--- config.mk ---
export PLATFORM = sky130hd
export DESIGN_NAME = fir4_fixed
export DESIGN_NICKNAME = d
export VERILOG_FILES = /design/src/rtl/fir4_fixed.sv
export SDC_FILE = /design/constraint.sdc
export NUM_CORES = 1
export LEC_CHECK = 0
export BUFFER_PORTS_ARGS = -buffer_cell sky130_fd_sc_hd__clkbuf_2
export CORE_ASPECT_RATIO = 0.5
export CORE_MARGIN = 2
export CORE_UTILIZATION = 60
export DETAILED_ROUTE_END_ITERATION = 7
export GPL_TIMING_DRIVEN = 0
export PLACE_DENSITY = 0.79
export SYNTH_ARGS = -nofsm -noshare
export SYNTH_HDL_FRONTEND = slang
export SYNTH_SLANG_ARGS = --single-unit
--- constraint.sdc ---
create_clock -name clk -period 7.8 [get_ports clk]
set_input_delay 0.78 -clock clk [delete_from_list [all_inputs] [get_ports clk]]
set_output_delay 0.78 -clock clk [all_outputs]
set_load 0.03 [all_outputs]
--- src/rtl/fir4_fixed.sv ---
module fir4_fixed #(
  parameter int W  = 16,
  parameter int CW = 16,
  parameter int C0 = 4915,
  parameter int C1 = 1638,
  parameter int C2 = 14746,
  parameter int C3 = 11469
) (
  input  logic         clk,
  input  logic         rst,
  input  logic         in_valid,
  input  logic [W-1:0] in_data,
  output logic         out_valid,
  output logic [W-1:0] out_data
);
  localparam int NT = 4;
  localparam int PW = W + CW;
  localparam logic signed [CW-1:0] COEF [NT] = '{CW'(C0), CW'(C1), CW'(C2), CW'(C3)};

  logic signed [W-1:0] tap  [NT];
  logic signed [W-1:0] dly  [1:NT-1];
  logic signed [W-1:0] prod [NT];
  logic                v1;

  assign tap[0] = $signed(in_data);

  always_ff @(posedge clk) begin
    if (rst) dly[1] <= '0;
    else if (in_valid) dly[1] <= $signed(in_data);
  end

  for (genvar g = 2; g < NT; g++) begin : g_dly
    always_ff @(posedge clk) begin
      if (rst) dly[g] <= '0;
      else if (in_valid) dly[g] <= dly[g-1];
    end
  end

  for (genvar g = 1; g < NT; g++) begin : g_tap
    assign tap[g] = dly[g];
  end

  for (genvar g = 0; g < NT; g++) begin : g_mul
    logic signed [PW-1:0] full;
    assign full = tap[g] * COEF[g];
    always_ff @(posedge clk) begin
      if (rst) prod[g] <= '0;
      else if (in_valid) prod[g] <= full[PW-1 -: W];
    end
  end

  always_ff @(posedge clk) begin
    if (rst) v1 <= 1'b0;
    else v1 <= in_valid;
  end

  logic signed [W-1:0] s01, s23, sum;
  assign s01 = (prod[0] >>> 1) + (prod[1] >>> 1);
  assign s23 = (prod[2] >>> 1) + (prod[3] >>> 1);
  assign sum = (s01 >>> 1) + (s23 >>> 1);

  always_ff @(posedge clk) begin
    if (rst) begin
      out_valid <= 1'b0;
      out_data  <= '0;
    end else begin
      out_valid <= v1;
      if (v1) out_data <= sum;
    end
  end
endmodule

==> impl_metrics.csv <==
group,metric,value,unit
synthesis,yosysTopAreaCellShare,0.296,
clock_network,cts_resized,0,
synthesis,yosysWarningCount,0,
timing,setup-violations-final,0,
worst_setup_path,slowest_delay,0.97,ns
drt,first_pass_iters,5,
drt,vias_per_cell,5.29,
drt,num_vias,14200,
clock_network,cts_buffers,17,
drt,post_drt_wl_per_cell,15.7,um
power,vdd_drop_max,0.000260,V
placed_design,dpl_worst_slack,1.45,ns
timing,finalHoldViolations,0,
worst_setup_path,path_cells,"ha_1 -> inv_1 -> fa_1 -> fa_1 -> fa_1 -> fa_1 -> inv_1 -> fa_1 -> inv_1 -> ha_1 -> a21o_1 -> a21o_1 -> a21o_1 -> a21o_1 -> a2111oi_0 -> o31ai_1 -> a31oi_1 -> xor2_1 -> nor2_1",
drt,drt-total-wl,42.1,mm
global_route,antenna_found_initial,0,
layout,antennaDiodeCount,0,
drt,ant_nets,0,
timing,period_share,0.823,
drt,drcViolationCount,0,
clock_network,cts-root-buf,"clkbuf_16",
floorplan,num_rows,48,
timing,finalCriticalPeriod,6.42,ns
global_route,grt_remaining_overflow,0,
floorplan,fp.dieW,270,um
clock_network,cts_tree,"yes",
worst_hold_path,min_path_type,"reg -> reg",
floorplan,io-pin-count,36,
clock_network,postCtsSetupBuffers,0,
clock_network,clkSlewWorstSetupHoldPaths,0.06,ns
power,power.clock.fraction,0.106,
worst_setup_path,cp_slowest_cell,"edfxtp_1",
global_route,grt_max_degree,66,
worst_setup_path,crit_type,"reg -> reg",
synthesis,yosysSeqAreaShare,0.158,
clock_network,clock_latency,0.43,ns
power,swShare,0.492,
synthesis,synth.top_cells.by_area,"fa_1, ha_1, edfxtp_1",
synthesis,synth_cells,2145,
worst_setup_path,cp.required,7.96,ns
timing,final_max_slew_viol_count,0,
worst_setup_path,cp.arrival,6.58,ns
placed_design,placed_cell_area,22000,um2
power,p_switching,0.00408,W
synthesis,syn_area,21200,um2
worst_setup_path,startpoint_type,"flip-flop",
synthesis,syn_avg_cell_area,9.91,um2
timing,tightest_slew,1.07,ns
placed_design,dp_hpwl,35.4,mm
worst_setup_path,cpMostUsedCell,"fa_1",
placed_design,port_buffers,34,
synthesis,synthArstFlopShare,0,
synthesis,synth_edf_count,100,
placed_design,gp_congestion,0.890,
job,drv_cap,0,
status,outcome,"completed",
global_route,grt_pass1_vias,15200,
timing,fin_ws,1.38,ns
global_route,met1_usage,0.311,
floorplan,initial_core_util,0.613,
layout,drive_above_1_share,0.0389,
layout,fillers,2641,
timing,slew_headroom,0.283,
clock_network,cts_hold_buf,0,
global_route,met2_usage,0.445,
drt,drt_iter0_drc,656,
floorplan,fp.dieH,137,um
timing,tns,0,ns
floorplan,dieArea,37000,um2
power,p_int,0.00421,W
power,pwr-share-seq,0.121,
clock_network,cts_buffer_depth,2,
global_route,grt_pass1_wl,71.8,mm
synthesis,yosys_register_bits,118,
layout,finalNonFillerCells,2687,
layout,fin_area,22700,um2
placed_design,place_inst,2655,
worst_setup_path,end_kind,"flip-flop",
timing,fmax,156,MHz
power,p_leak,12.2,nW
layout,final_nets,2938,
power,p_comb_frac,0.773,
floorplan,core-area,34700,um2
timing,rsz0062_at_grt,"false",
global_route,busiest_layer,"met2",
timing,fin_worst_skew,0.00692,ns
power,powerDensity,365,nW/um2
synthesis,yosysUniqueCellTypes,71,
global_route,grt_use_met3,0.0358,
global_route,grt_usage,0.245,
worst_setup_path,path_max_fanout,20,
synthesis,synth_ff_type,"edfxtp_1",
synthesis,yosys.area.top_type,"fa_1",
synthesis,syn_nets,2884,
clock_network,clkSinkCount,118,
layout,area_growth,6.76,%
clock_network,htree_levels,4,
## metal layers
metal / vias to the layer above / wire, um
met5: - / 0
li1: 6851 / -
met2: 241 / 20800
met1: 7069 / 18900
met4: 0 / 693
met3: 55 / 1740
## worst max-delay path: cells and delay by family, from the launching register on
| family | cells | cell delay, ns |
|---|---|---|
| adders and majority gates | 7 | 3.13 |
| AOI/OAI and AO/OA | 7 | 1.54 |
| buffers and inverters | 3 | 0.24 |
| DFF | 1 | 0.97 |
| and+or+nand+nor | 1 | 0.07 |
| xor gates and xnor gates | 1 | 0.17 |
## stage by stage
stage	utilization	total power (W)	hold WS, ns
global placement	0.635	0.00709	0.465
global route	0.655	0.00926	0.510
CTS	0.655	0.00829	0.490
detailed placement	0.636	0.00733	0.478
floorplan	-	0.00598	0.561
finish	0.655	0.00829	0.488
## placed cells by master (no fill, tap or decap), types with 3 or more instances in the layout
cell type    n
inv_1      646
ha_1       406
fa_1       314
nor2_1     114
edfxtp_1   100
xnor2_1     64
a21oi_1     59
nand2_1     51
o21ai_0     41
xor2_1      41
a21o_1      40
clkbuf_2    34
and2_1      33
clkbuf_1    19
dfxtp_1     18
nand3_1     17
clkbuf_16   17
nor3_1      16
mux2i_1     13
nand2b_1    11
nand4_1     10
o21bai_1     9
a211oi_1     9
nor2b_1      8
or3_1        7
and3_1       7
o21a_1       6
a31oi_1      6
a2111oi_0    6
nor3b_1      6
a31o_2       5
o211ai_1     5
inv_6        4
bufinv_16    4
a311oi_1     3
or2_2        3
or4_1        3
o31ai_1      3
nor4_1       3
clkinv_4     3
## kinds of logic after synthesis
| kind of cell | after synthesis | synth area share |
|---|---|---|
| AOI/OAI and AO/OA | 225 | 0.0719 |
| xor gates and xnor gates | 105 | 0.0433 |
| adders and majority gates | 720 | 0.535 |
| buffers and inverters | 666 | 0.118 |
| DFF | 118 | 0.158 |
| muxes | 14 | 0.00665 |
| and+or+nand+nor | 297 | 0.0673 |
## path summary, 6_finish.rpt
check	from	end	slack, ns	cells after the start
hold reg to reg	out_data[4]	out_data[4]	0.49	2
hold / removal	out_data[4]	out_data[4]	0.49	2
setup reg to reg	dly[0][63]	prod[3][13]	1.38	19
setup / recovery	dly[0][63]	prod[3][13]	1.38	19
## area by class of cell
cell class	count	area, um2	area share
Buffer	20	75.1	0.00331
Clock buffer	17	425	0.0188
Clock inverter	15	216	0.00954
Inverter	646	2420	0.107
Multi-Input combinational cell	1361	15400	0.678
Sequential cell	118	3360	0.148
Tap cell	475	594	0.0262
Timing Repair Buffer	35	198	0.00871
## power by group through the flow
stage	clock, W	combinational [W]	sequential [W]
3_3_place_gp	0	0.00608	0.00101
2_1_floorplan	0	0.00496	0.00101
4_1_cts	0.000880	0.00640	0.00100
3_5_place_dp	0	0.00632	0.00101
6_report	0.000876	0.00641	0.00100
5_1_grt	0.000908	0.00734	0.00102
## registers in the layout, indices dropped and copies added, names as in the netlist
name and cells:
v1 1, out_valid 1, dly 48, out_data 16, prod 52
## Yosys cell counts, drive strengths merged (4+ instances only)
master,instances
dfxtp,18
xnor2,64
nor2b,8
nor3b,6
nand4,10
clkbuf,19
o31ai,4
a21oi,60
a31oi,6
and3,7
inv,646
ha,406
a31o,5
a211oi,10
a2111oi,6
xor2,41
o21bai,9
nor3,16
o21a,6
or2,5
fa,314
nand2b,11
nand2,51
nand3,17
a21o,40
nor2,114
edfxtp,100
or3,7
mux2i,13
o21ai,43
and2,33
o211ai,5
Note: power is estimated with default switching activity, not from simulation.
